**src/rtl/dest_addr_match_pkg.sv**
```systemverilog
package dest_addr_match_pkg;
  typedef enum logic {
    PH_LAT = 1'b0,
    PH_LON = 1'b1
  } addr_phase_e;

  typedef struct packed {
    logic keep;
    logic discard;
  } verdict_t;
endpackage

```
**src/rtl/pkt_bit_cnt.sv**
```systemverilog
// Counts valid packet bits since start; flags the address window.
module pkt_bit_cnt #(
  parameter int ADDR_W = 16,
  localparam int CNT_MAX = ADDR_W + 1,
  localparam int CW = $clog2(CNT_MAX + 1)
) (
  input  logic clk_i,
  input  logic rst_ni,
  input  logic clr_i,
  input  logic valid_i,
  output logic in_addr_o
);
  localparam logic [CW-1:0] LIMIT = CW'(CNT_MAX);

  logic [CW-1:0] cnt_q;

  always_ff @(posedge clk_i or negedge rst_ni) begin
    if (!rst_ni) begin
      cnt_q <= '0;
    end else if (clr_i) begin
      cnt_q <= '0;
    end else if (valid_i && cnt_q != LIMIT) begin
      cnt_q <= cnt_q + 1'b1;
    end
  end

  // bit 0 is the marker; bits 1..ADDR_W carry the address
  assign in_addr_o = (cnt_q != '0) && (cnt_q != LIMIT);
endmodule

```
**src/rtl/addr_bit_cnt.sv**
```systemverilog
// Counts address bits, reports phase and the final bit.
module addr_bit_cnt
  import dest_addr_match_pkg::*;
#(
  parameter int LAT_W = 8,
  parameter int LON_W = 8,
  localparam int ADDR_W = LAT_W + LON_W,
  localparam int CW = $clog2(ADDR_W + 1)
) (
  input  logic        clk_i,
  input  logic        rst_ni,
  input  logic        clr_i,
  input  logic        adv_i,
  output addr_phase_e phase_o,
  output logic        last_o,
  output logic        done_o
);
  localparam logic [CW-1:0] LAT_END = CW'(LAT_W);
  localparam logic [CW-1:0] ALL     = CW'(ADDR_W);
  localparam logic [CW-1:0] LAST    = CW'(ADDR_W - 1);

  logic [CW-1:0] cnt_q;

  always_ff @(posedge clk_i or negedge rst_ni) begin
    if (!rst_ni) begin
      cnt_q <= '0;
    end else if (clr_i) begin
      cnt_q <= '0;
    end else if (adv_i && cnt_q != ALL) begin
      cnt_q <= cnt_q + 1'b1;
    end
  end

  assign phase_o = (cnt_q >= LAT_END) ? PH_LON : PH_LAT;
  assign last_o  = (cnt_q == LAST);
  assign done_o  = (cnt_q == ALL);
endmodule

```
**src/rtl/rtr_addr_sreg.sv**
```systemverilog
// Serializes the static router address, MSB first.
module rtr_addr_sreg #(
  parameter int          W    = 16,
  parameter logic [W-1:0] INIT = '0
) (
  input  logic clk_i,
  input  logic rst_ni,
  input  logic load_i,
  input  logic shift_i,
  output logic ref_bit_o
);
  logic [W-1:0] q;
  logic [W-1:0] shifted;

  for (genvar i = 0; i < W; i++) begin : g_sh
    if (i == 0) begin : g_lsb
      assign shifted[i] = 1'b0;
    end else begin : g_up
      assign shifted[i] = q[i-1];
    end
  end

  always_ff @(posedge clk_i or negedge rst_ni) begin
    if (!rst_ni) begin
      q <= INIT;
    end else if (load_i) begin
      q <= INIT;
    end else if (shift_i) begin
      q <= shifted;
    end
  end

  assign ref_bit_o = q[W-1];
endmodule

```
**src/rtl/match_decide.sv**
```systemverilog
// Sticky mismatch tracking and end-of-address verdict strobes.
module match_decide
  import dest_addr_match_pkg::*;
(
  input  logic     clk_i,
  input  logic     rst_ni,
  input  logic     clr_i,
  input  logic     adv_i,
  input  logic     bit_i,
  input  logic     ref_bit_i,
  input  logic     last_i,
  output logic     mismatch_o,
  output verdict_t verdict_o
);
  logic     mm_q;
  verdict_t vd_q;
  logic     mm_now;

  assign mm_now = mm_q | (adv_i & (bit_i ^ ref_bit_i));

  always_ff @(posedge clk_i or negedge rst_ni) begin
    if (!rst_ni) begin
      mm_q <= 1'b0;
      vd_q <= '0;
    end else if (clr_i) begin
      mm_q <= 1'b0;
      vd_q <= '0;
    end else begin
      mm_q         <= mm_now;
      vd_q.keep    <= adv_i & last_i & ~mm_now;
      vd_q.discard <= adv_i & last_i & mm_now;
    end
  end

  assign mismatch_o = mm_q;
  assign verdict_o  = vd_q;
endmodule

```
**src/rtl/dest_addr_matcher.sv**
```systemverilog
module dest_addr_matcher
  import dest_addr_match_pkg::*;
#(
  parameter int               LAT_W   = 8,
  parameter int               LON_W   = 8,
  parameter logic [LAT_W-1:0] RTR_LAT = 8'h5A,
  parameter logic [LON_W-1:0] RTR_LON = 8'hC3
) (
  input  logic clk_i,
  input  logic rst_ni,
  input  logic pkt_start_i,
  input  logic bit_valid_i,
  input  logic bit_i,
  output logic rcv_addr_o,
  output logic phase_o,
  output logic addr_done_o,
  output logic mismatch_o,
  output logic keep_o,
  output logic discard_o
);
  localparam int ADDR_W = LAT_W + LON_W;
  localparam logic [ADDR_W-1:0] RTR_ADDR = {RTR_LAT, RTR_LON};

  logic        take;
  logic        in_addr;
  logic        addr_bit;
  logic        ref_bit;
  logic        last;
  logic        done;
  addr_phase_e phase;
  verdict_t    verdict;
  logic        rcv_q;

  assign take     = bit_valid_i & ~pkt_start_i;
  assign addr_bit = take & in_addr;

  pkt_bit_cnt #(.ADDR_W(ADDR_W)) u_pkt_cnt (
    .clk_i     (clk_i),
    .rst_ni    (rst_ni),
    .clr_i     (pkt_start_i),
    .valid_i   (take),
    .in_addr_o (in_addr)
  );

  addr_bit_cnt #(.LAT_W(LAT_W), .LON_W(LON_W)) u_addr_cnt (
    .clk_i   (clk_i),
    .rst_ni  (rst_ni),
    .clr_i   (pkt_start_i),
    .adv_i   (addr_bit),
    .phase_o (phase),
    .last_o  (last),
    .done_o  (done)
  );

  rtr_addr_sreg #(.W(ADDR_W), .INIT(RTR_ADDR)) u_sreg (
    .clk_i     (clk_i),
    .rst_ni    (rst_ni),
    .load_i    (pkt_start_i),
    .shift_i   (addr_bit),
    .ref_bit_o (ref_bit)
  );

  match_decide u_decide (
    .clk_i      (clk_i),
    .rst_ni     (rst_ni),
    .clr_i      (pkt_start_i),
    .adv_i      (addr_bit),
    .bit_i      (bit_i),
    .ref_bit_i  (ref_bit),
    .last_i     (last),
    .mismatch_o (mismatch_o),
    .verdict_o  (verdict)
  );

  always_ff @(posedge clk_i or negedge rst_ni) begin
    if (!rst_ni) begin
      rcv_q <= 1'b0;
    end else if (pkt_start_i) begin
      rcv_q <= 1'b0;
    end else if (addr_bit) begin
      rcv_q <= 1'b1;
    end
  end

  assign rcv_addr_o  = rcv_q;
  assign phase_o     = (phase == PH_LON);
  assign addr_done_o = done;
  assign keep_o      = verdict.keep;
  assign discard_o   = verdict.discard;
endmodule

```
**config.mk**
```make
export PLATFORM = sky130hd
export DESIGN_NAME = dest_addr_matcher
export DESIGN_NICKNAME = d
export VERILOG_FILES = /design/src/rtl/dest_addr_match_pkg.sv /design/src/rtl/pkt_bit_cnt.sv /design/src/rtl/addr_bit_cnt.sv /design/src/rtl/rtr_addr_sreg.sv /design/src/rtl/match_decide.sv /design/src/rtl/dest_addr_matcher.sv
export SDC_FILE = /design/constraint.sdc
export NUM_CORES = 1
export LEC_CHECK = 0
export ABC_AREA = 0
export BUFFER_PORTS_ARGS = -buffer_cell sky130_fd_sc_hd__buf_2
export CAP_MARGIN = 30
export CORE_MARGIN = 3
export CORE_UTILIZATION = 50
export CTS_CLUSTER_SIZE = 20
export DETAILED_ROUTE_END_ITERATION = 10
export PLACE_DENSITY = 0.73
export SYNTH_ARGS = -nofsm -noshare
export SYNTH_HDL_FRONTEND = slang
export SYNTH_SLANG_ARGS = --single-unit
```
**constraint.sdc**
```tcl
create_clock -name clk_i -period 2.2 [get_ports clk_i]
set_input_delay 0.55 -clock clk_i [delete_from_list [all_inputs] [get_ports clk_i]]
set_output_delay 0.55 -clock clk_i [all_outputs]
set_load 0.02 [all_outputs]
```
Yosys cells after proc, flatten, opt, wreduce, memory -nomap -nowiden
Cells that the tools add are included.
{"block": "totals", "mem_bits_rw": 0, "latch_bits": 0, "rom_bits": 0, "word_cells": 42, "regBits": 30, "memories": 0}
{"block": "classes", "n_reduce_logical": 7, "n_mux": 11, "n_eq_ne": 4, "shifts": 0, "n_addsub": 2, "bitwise_logic": 10, "mul": 0, "div": 0, "magnitude_cmp": 1}
{"cell": "$mux 16", "count": 2}
{"cell": "$mux 5", "count": 4}
{"cell": "$add 5x1->5 const B", "count": 2}
{"cell": "$ne 5x5->1 const B", "count": 2}
{"cell": "$and 1x1->1", "count": 6}
{"cell": "$reduce_bool 2->1", "count": 3}
{"cell": "$eq 5x4->1 const B", "count": 1}
{"cell": "$eq 5x5->1 const B", "count": 1}
{"cell": "$ge 5x4->1 const B", "count": 1}
{"cell": "$reduce_bool 5->1", "count": 1}
{"cell": "$mux 1", "count": 4}
{"cell": "$logic_and 1x1->1", "count": 3}
{"cell": "$mux 2", "count": 1}
{"cell": "$not 1->1", "count": 2}
{"cell": "$or 1x1->1", "count": 1}
{"cell": "$xor 1x1->1", "count": 1}

Depth between registers and ports, before layout
Gate-level depths: netlist (run 1).
{"block": "logic_depth", "word_depth": 8, "depth_mapped": 6}

Hierarchy
A second synthesis (run 1) with hierarchy kept.
{"block": "hier_totals", "hier_cells": 129, "hier_area_um2": 1473.9}
{"module": "rtr_addr_sreg", "n_inst": 1, "seq_area_each_um2": 410.4, "area_each_um2": 681.9, "cells_per_inst": 52}
{"module": "addr_bit_cnt", "n_inst": 1, "seq_area_each_um2": 125.1, "area_each_um2": 307.8, "cells_per_inst": 31}
{"module": "pkt_bit_cnt", "n_inst": 1, "seq_area_each_um2": 125.1, "area_each_um2": 305.3, "cells_per_inst": 31}
{"module": "match_decide", "n_inst": 1, "seq_area_each_um2": 75.1, "area_each_um2": 125.1, "cells_per_inst": 10}
{"module": "dest_addr_matcher", "n_inst": 1, "seq_area_each_um2": 25.0, "area_each_um2": 53.8, "cells_per_inst": 5}

Least setup slack after synthesis (run 1)
No wires, ideal clock.
{"block": "synth_path", "kind": "register to register", "start": "register u_pkt_cnt.cnt_q[0]", "end": "register u_addr_cnt.cnt_q[0]", "t_arrival_ns": 1.550, "path_stages_with_launch": 6, "setup_slack_ns": 0.525, "cell_sequence": "dfrtp_1 > inv_1 > ha_1 > mux2_4 > a211oi_2 > mux2_2"}
{"block": "synth_via", "elab_chain_len": 5, "elab_cells_between_ends": 6}
{"element": "from (decl)", "line_no": "pkt_bit_cnt.sv:15", "text": "logic [CW-1:0] cnt_q;"}
{"element": "from (signal assigned)", "line_no": "pkt_bit_cnt.sv:23", "text": "cnt_q <= cnt_q + 1'b1;"}
{"element": "$ne 5x5->1 or $reduce_bool 5->1 (tied branches)", "line_no": "pkt_bit_cnt.sv:28", "text": "assign in_addr_o = (cnt_q != '0) && (cnt_q != LIMIT);"}
{"element": "$logic_and 1x1->1 (*)", "line_no": "pkt_bit_cnt.sv:28"}
{"element": "$and 1x1->1 (*)", "line_no": "dest_addr_matcher.sv:35", "text": "assign addr_bit = take & in_addr;"}
{"element": "$logic_and 1x1->1 (*)", "line_no": "addr_bit_cnt.sv:29", "text": "end else if (adv_i && cnt_q != ALL) begin"}
{"element": "$reduce_bool 2->1 (no source line) (*)"}
{"element": "to (signal assigned)", "line_no": "addr_bit_cnt.sv:30", "text": "cnt_q <= cnt_q + 1'b1;"}
{"element": "to (decl)", "line_no": "addr_bit_cnt.sv:22", "text": "logic [CW-1:0] cnt_q;"}
Every way passes the cells marked *; elsewhere a longest branch is shown, timed or not.
A chain may end at the register's enable or synchronous reset.

Final worst setup path (run 1)
{"block": "layout_path", "start": "register u_addr_cnt.cnt_q[0]", "end": "output addr_done_o"}
{"block": "layout_via", "elab_chain_len": 1}
{"element": "$eq 5x5->1", "line_no": "addr_bit_cnt.sv:36", "text": "assign done_o = (cnt_q == ALL);"}
{"element": "to (decl)", "line_no": "dest_addr_matcher.sv:16", "text": "output logic addr_done_o,"}
Every way passes these cells.

==> run metrics, run 1 <==
Routed WL per cell roughly 14 um; clk root buf clkbuf_4; GRT met1 Usage ~20%; CP endpoint kind output pin; final hold viol count 0; Most Used Layer, Global Route met2; number of global-route vias before repair 1059; gr usage total 17.5%; Syn Area/Cell about 11 um^2; outcome finished clean; met3 GRT Util under 10%; worst-case clock skew 0.0101 ns; row cnt 19; min Tclk post-route 2.01 ns; Yosys top cell by area dfrtp_1; post-DP HPWL 1830 um; Area growth syn-to-layout 8.57%; RD Place Congestion 0.775; clk buf depth 2; largest family of logic cells by synthesized area simple AND/OR/NAND/NOR gates; Die ar. between 3000 and 4000 um^2; f_max approximately 500 MHz; area of the multi-input gates between 600 and 700 um^2; hold buffers post-CTS 0; FF/Latch Area approximately 760 um^2; Power Density about 640 nW/um^2; Post-Synth Adder-Cell Area a little under 5%; CP max stage delay 0.43 ns; Worst-Margin Slew between 0.6 and 0.7 ns; #FFs+latches synth 30; Crit-path slowest cell dfrtp_1; Slew Viols, Final 0; # diodes 0; routed via count ~1100; final setup vio count 0; critical path fanouts, max 4; peak supply drop between 0.3 and 0.4 mV; setup_tns 0 ns; mux cell area share after synthesis roughly 14%; Pwr Total 1050 uW; mapped cell area around 1500 um^2; share of the synthesized area in the top cell type a little over a third; die width 61.1 um; Worst-path clk slew around 0.10 ns; CP Cell Sequence inv_1 > ha_1 > and4bb_2 > buf_2; Slew headroom between 50% and 60%; CTS Buf Count 5; drt drc 0; Chip Height roughly 61 um; crit path kind reg -> out; I/O pin count 11; largest net degree at the start of global routing 31; share of cells above drive strength 1 between 20% and 30%; antenna viol nets, final 0; CTS tree built; simple-gate share of the synthesized area 16.7%; H-tree levels 2; Yosys cell types 34; first-pass GRT wire length between 4000 and 5000 um; first-pass iteration count of the detailed router 4; Compound-Gate Fraction of Synth Area approximately 8%; Tightest Hold Check Type in -> async; YS warnings 0; Layout fillers ~250; CP Data Required Time between 1.5 and 2 ns; post-synthesis sequential area ratio 50.1%; port buffer count 10; Post-Route WL approximately 2700 um; critical path arrival about 1.5 ns; CP startpoint kind flop; post_cts resized 0; post-CTS setup repair buffer count 0; DRT iter0 DRCs 52; clock sinks 30; mean number of vias per cell around 5.6; Final period util 91.4%; initial antenna violation count 0; worst skew pair latency 0.33 ns; MaxCap Viol Count 0; Mapped Cells about 140; Post-Synth XOR/XNOR Area around 1.7%; Pleak ~0.00076 uW; final net count 168; RSZ-0062 raised after global routing no; post-synth net total 153; initial core utilization between 50 and 60%; Remaining Overflow, GRT 0; leading post-synthesis cells by cell area dfrtp_1 36%, dfstp_2 14%, mux2i_1 11%; core box area 2830 um^2; global routing usage on met2 slightly below 30%
[synth_stat cells]
| library cell | instances |
|---|---|
| a2111oi_0 | 1 |
| a211oi_1 | 2 |
| a211oi_2 | 1 |
| a21o_1 | 2 |
| a21oi_1 | 4 |
| a21oi_4 | 1 |
| and3_1 | 1 |
| and4_2 | 1 |
| and4bb_2 | 1 |
| buf_12 | 1 |
| buf_2 | 1 |
| clkbuf_1 | 4 |
| clkinv_1 | 1 |
| dfrtp_1 | 22 |
| dfstp_2 | 8 |
| ha_1 | 6 |
| inv_1 | 8 |
| mux2_2 | 3 |
| mux2_4 | 1 |
| mux2i_1 | 16 |
| nand2_1 | 17 |
| nand3_1 | 2 |
| nand4_1 | 3 |
| nand4b_1 | 1 |
| nor2_1 | 20 |
| nor2b_1 | 2 |
| nor4b_1 | 1 |
| nor4bb_1 | 1 |
| o21a_1 | 1 |
| o21ai_0 | 3 |
| o2bb2ai_1 | 1 |
| or2_2 | 1 |
| or4bb_1 | 1 |
| xor2_1 | 3 |
[final cells by class]
| type | instances | area share (%) |
|---|---|---|
| clock inverters | 2 | 0.607 |
| repair buffers | 14 | 4.86 |
| inverters | 9 | 2.05 |
| flip-flops and latches | 30 | 46.2 |
| clock buffers | 6 | 2.51 |
| multi-input cells | 97 | 41.5 |
| well taps | 31 | 2.35 |
[where the power goes]
group | total (uW) | switching, uW | internal (uW)
logic | 143 | 86.8 | 55.7
clock network | 306 | 185 | 121
registers | 601 | 16.5 | 585
total | 1050 | 288 | 762
[state kept, by name (all words and copies together), names as in the netlist]
name	flops
u_pkt_cnt.cnt_q	5
u_sreg.q	16
u_addr_cnt.cnt_q	5
u_decide.verdict_o	2
u_decide.mismatch_o	1
rcv_addr_o	1
[critical path, delay by kind of cell (launching register included)]
family                   cells  cell delay, ns
AND/OR/NAND/NOR              1            0.28
buffers and inverters        2            0.28
adder cells (fa/ha/maj)      1            0.15
flip-flops                   1            0.43
[cell usage in the layout, fill, tap and decap left out, types with 3 or more instances in the layout]
cell type,n
mux2_2,3
nand2_1,17
xor2_1,3
nor2_1,20
nand4_1,3
buf_4,4
ha_1,6
mux2i_1,16
clkbuf_4,5
a21oi_1,4
dfstp_2,8
o21ai_0,3
dfrtp_1,22
inv_1,8
buf_2,10
[metal layers]
metal | wire length (um) | vias to the layer above | share of wire [%]
met5 | 0 | - | 0
met4 | 21 | 0 | 0.77
met3 | 110 | 4 | 4.0
met2 | 1320 | 19 | 48
met1 | 1270 | 521 | 47
li1 | - | 516 | -
[worst paths after layout]
check | start | to | slack (ns) | cells after the start
hold reg to reg | rcv_addr_o | rcv_addr_o | 0.50 | 1
hold / removal | rst_ni | u_decide.mismatch_o | 0.23 | 1
setup reg to reg | u_addr_cnt.cnt_q[0] | u_addr_cnt.cnt_q[4] | 0.40 | 6
max in group asynchronous | rst_ni | u_sreg.q[10] | 1.54 | 1
min in group clk_i | rcv_addr_o | rcv_addr_o | 0.50 | 1
setup / recovery | u_addr_cnt.cnt_q[0] | addr_done_o | 0.19 | 4
[through the flow]
step | hold slack (ns) | setup WS [ns] | cell area [um^2] | std cells | util (%)
final | 0.234 | 0.189 | 1650 | 189 | 58.2
after global routing | 0.245 | 0.0969 | 1650 | 189 | 58.2
after CTS | 0.239 | 0.167 | 1650 | 189 | 58.2
after detailed placement | 0.480 | 0.415 | 1600 | 181 | 56.4
after global placement | 0.478 | 0.472 | 1600 | 181 | 56.4
after floorplan | 0.254 | 0.525 | 1520 | 142 | -
[logic make-up after synthesis]
group,after synthesis
mux,20
xor+xnor,3
simple gates,52
compound gates,16
buf+inv,15
flops,30
fa+ha+maj,6
(Power assumes the default switching activity.)
==> run 2: changes to the inputs <==
- PLACE_DENSITY: 0.73 -> 0.7
==> run 2 against run 1 <==
  * Design area down 0.38%
  * Routed wire length down 4.3%
  * Sequential share of layout area up 0.18 points
  * Setup slack better by 0.010 ns
  * Clock skew up 0.0010 ns
  * Via count down 1.4%
  * Clock power up 11%
  * Final cell count down 1.1%
  * First-iteration DRC count up 21%
  * Critical endpoint unchanged
  * Largest cell class unchanged
  * Highest routed layer unchanged
==> run metrics, run 2 (synthesis results as in run 1) <==
CTS tree built (unchanged); DRT iter0 DRCs 63 (was 52); clock sinks 30 (unchanged); hold buffers post-CTS 0 (unchanged); CP max stage delay 0.42 ns (was 0.43 ns); CP Cell Sequence inv_1 > ha_1 > and4bb_2 > buf_2 (unchanged); first-pass iteration count of the detailed router 4 (unchanged); post_cts resized 0 (unchanged); clk buf depth 2 (unchanged); Post-Route WL 2610 um (was 2730 um); Reg with most FFs u_sreg.q (unchanged); critical path fanouts, max 4 (unchanged); core box area 2830 um^2 (unchanged); mean number of vias per cell 5.59 (was 5.61); worst skew pair latency 0.32 ns (was 0.33 ns); CP endpoint kind output pin (unchanged); f_max 500 MHz (was 497 MHz); Area growth syn-to-layout 8.16% (was 8.57%); Final period util 91.0% (was 91.4%); CP top delay family flip-flops (unchanged); I/O pin count 11 (unchanged); number of global-route vias before repair 1055 (was 1059); post-DP HPWL 1800 um (was 1830 um); Crit-path slowest cell dfrtp_1 (unchanged); row cnt 19 (unchanged); largest net degree at the start of global routing 31 (unchanged); Chip Height 61.1 um (unchanged); CP startpoint kind flop (unchanged); routed via count 1045 (was 1060); Layout fillers 226 (was 252); FF-to-FF setup slack 0.38 ns (was 0.40 ns); drt drc 0 (unchanged); Power Density 656 nW/um^2 (was 637 nW/um^2); CTS Buf Count 5 (unchanged); Pwr Total 1080 uW (was 1050 uW); share of cells above drive strength 1 23.1% (was 24.1%); final hold viol count 0 (unchanged); CP Data Required Time 1.65 ns (about the same); Routed WL per cell 14.0 um (was 14.4 um); Remaining Overflow, GRT 0 (unchanged); PnR worst setup slack 0.199 ns (was 0.189 ns); Buf+Inv Stages, Crit Path 2 (unchanged); FF-to-FF End u_addr_cnt.cnt_q[2] (was u_addr_cnt.cnt_q[4]); post-CTS setup repair buffer count 0 (unchanged); setup_tns 0 ns (unchanged); R2R Path Start u_pkt_cnt.cnt_q[0] (was u_addr_cnt.cnt_q[0]); initial core utilization 53.6% (unchanged); Crit. Startpoint u_addr_cnt.cnt_q[0] (unchanged); worst-case clock skew 0.0111 ns (was 0.0101 ns); gr usage total 16.5% (was 17.5%); RD Place Congestion 0.873 (was 0.775); clk root buf clkbuf_4 (unchanged); Tightest Hold Check Type in -> async (unchanged); initial antenna violation count 0 (unchanged); most frequent cells in the layout 22 x dfrtp_1, 20 x nor2_1, 17 x nand2_1 (unchanged); # diodes 0 (unchanged); H-tree levels 2 (unchanged); first-pass GRT wire length 4530 um (was 4680 um); final core utilization 58.0% (was 58.2%); Die ar. 3730 um^2 (unchanged); port buffer count 10 (unchanged); final setup vio count 0 (unchanged); Worst-Margin Slew 0.653 ns (was 0.643 ns); biggest regs u_sreg.q x16, u_addr_cnt.cnt_q x5, u_pkt_cnt.cnt_q x5 (unchanged); Slew Viols, Final 0 (unchanged); Reg2Reg Depth 5 (was 6); Slew headroom 56.5% (was 57.1%); Place WS 0.388 ns (was 0.415 ns); antenna viol nets, final 0 (unchanged); commonest non-fill, non-tap cell in the layout dfrtp_1 (unchanged); critical path arrival 1.45 ns (was 1.46 ns); outcome finished clean (unchanged); MaxCap Viol Count 0 (unchanged); peak supply drop 0.414 mV (was 0.376 mV); Worst-path clk slew 0.10 ns (about the same); Pleak 0.000756 uW (was 0.000763 uW); final net count 166 (was 168); min Tclk post-route 2.00 ns (was 2.01 ns); max reg flops 16 (unchanged); crit path kind reg -> out (unchanged); RSZ-0062 raised after global routing no (unchanged); die width 61.1 um (unchanged)
## run 2: cell types whose count changed in the layout (fill, tap and decap cells not counted)
cell,previous run,this run
clkinv_2,2,1
clkbuf_8,0,1
buf_4,4,2
## run 2: how the worst max path moves through the flow
stage	cells past startpoint	slack, ns	end
after floorplan	5	0.53	u_addr_cnt.cnt_q[0]
after global placement	5	0.49	u_addr_cnt.cnt_q[0]
after detailed placement	5	0.39	u_addr_cnt.cnt_q[2]
after CTS	4	0.19	addr_done_o
after global routing	4	0.12	addr_done_o
final	4	0.20	addr_done_o
## run 2: final cells by class
type	count	area [um^2]	area share [%]
clock buffers	7	55.1	3.35
clock inverters	1	5.00	0.305
inverters	9	33.8	2.06
multi-input cells	97	683	41.6
flip-flops and latches	30	761	46.3
well taps	31	38.8	2.36
repair buffers	12	65.1	3.96
## run 2: where the power goes
group	switching [uW]	internal, uW	leakage [uW]	total [uW]
logic	84.0	53.1	0.000335	137
clock network	184	155	0.0000353	339
registers	16.0	585	0.000386	601
total	284	793	0.000756	1080
## run 2: worst reg2reg max path: cells and delay by family, from the launching register on
family / cells / cell delay (ns)
DFF: 1 / 0.42
muxes: 2 / 0.69
AOI/OAI and AO/OA: 1 / 0.32
buffers and inverters: 1 / 0.08
adders and majority gates: 1 / 0.20
## run 2: routing by layer
layer | GRT usage (%) | wire [um]
met5 | 0 | 0
met1 | 19.8 | 1220
met3 | 5.66 | 102
met4 | 6.50 | 19
met2 | 27.2 | 1270
## run 2: metrics by stage
step / area, um^2 / hold WS, ns / instances
after floorplan: 1520 / 0.254 / 142
after global placement: 1580 / 0.473 / 179
after detailed placement: 1580 / 0.481 / 179
after CTS: 1640 / 0.253 / 187
after global routing: 1640 / 0.262 / 187
final: 1640 / 0.240 / 187
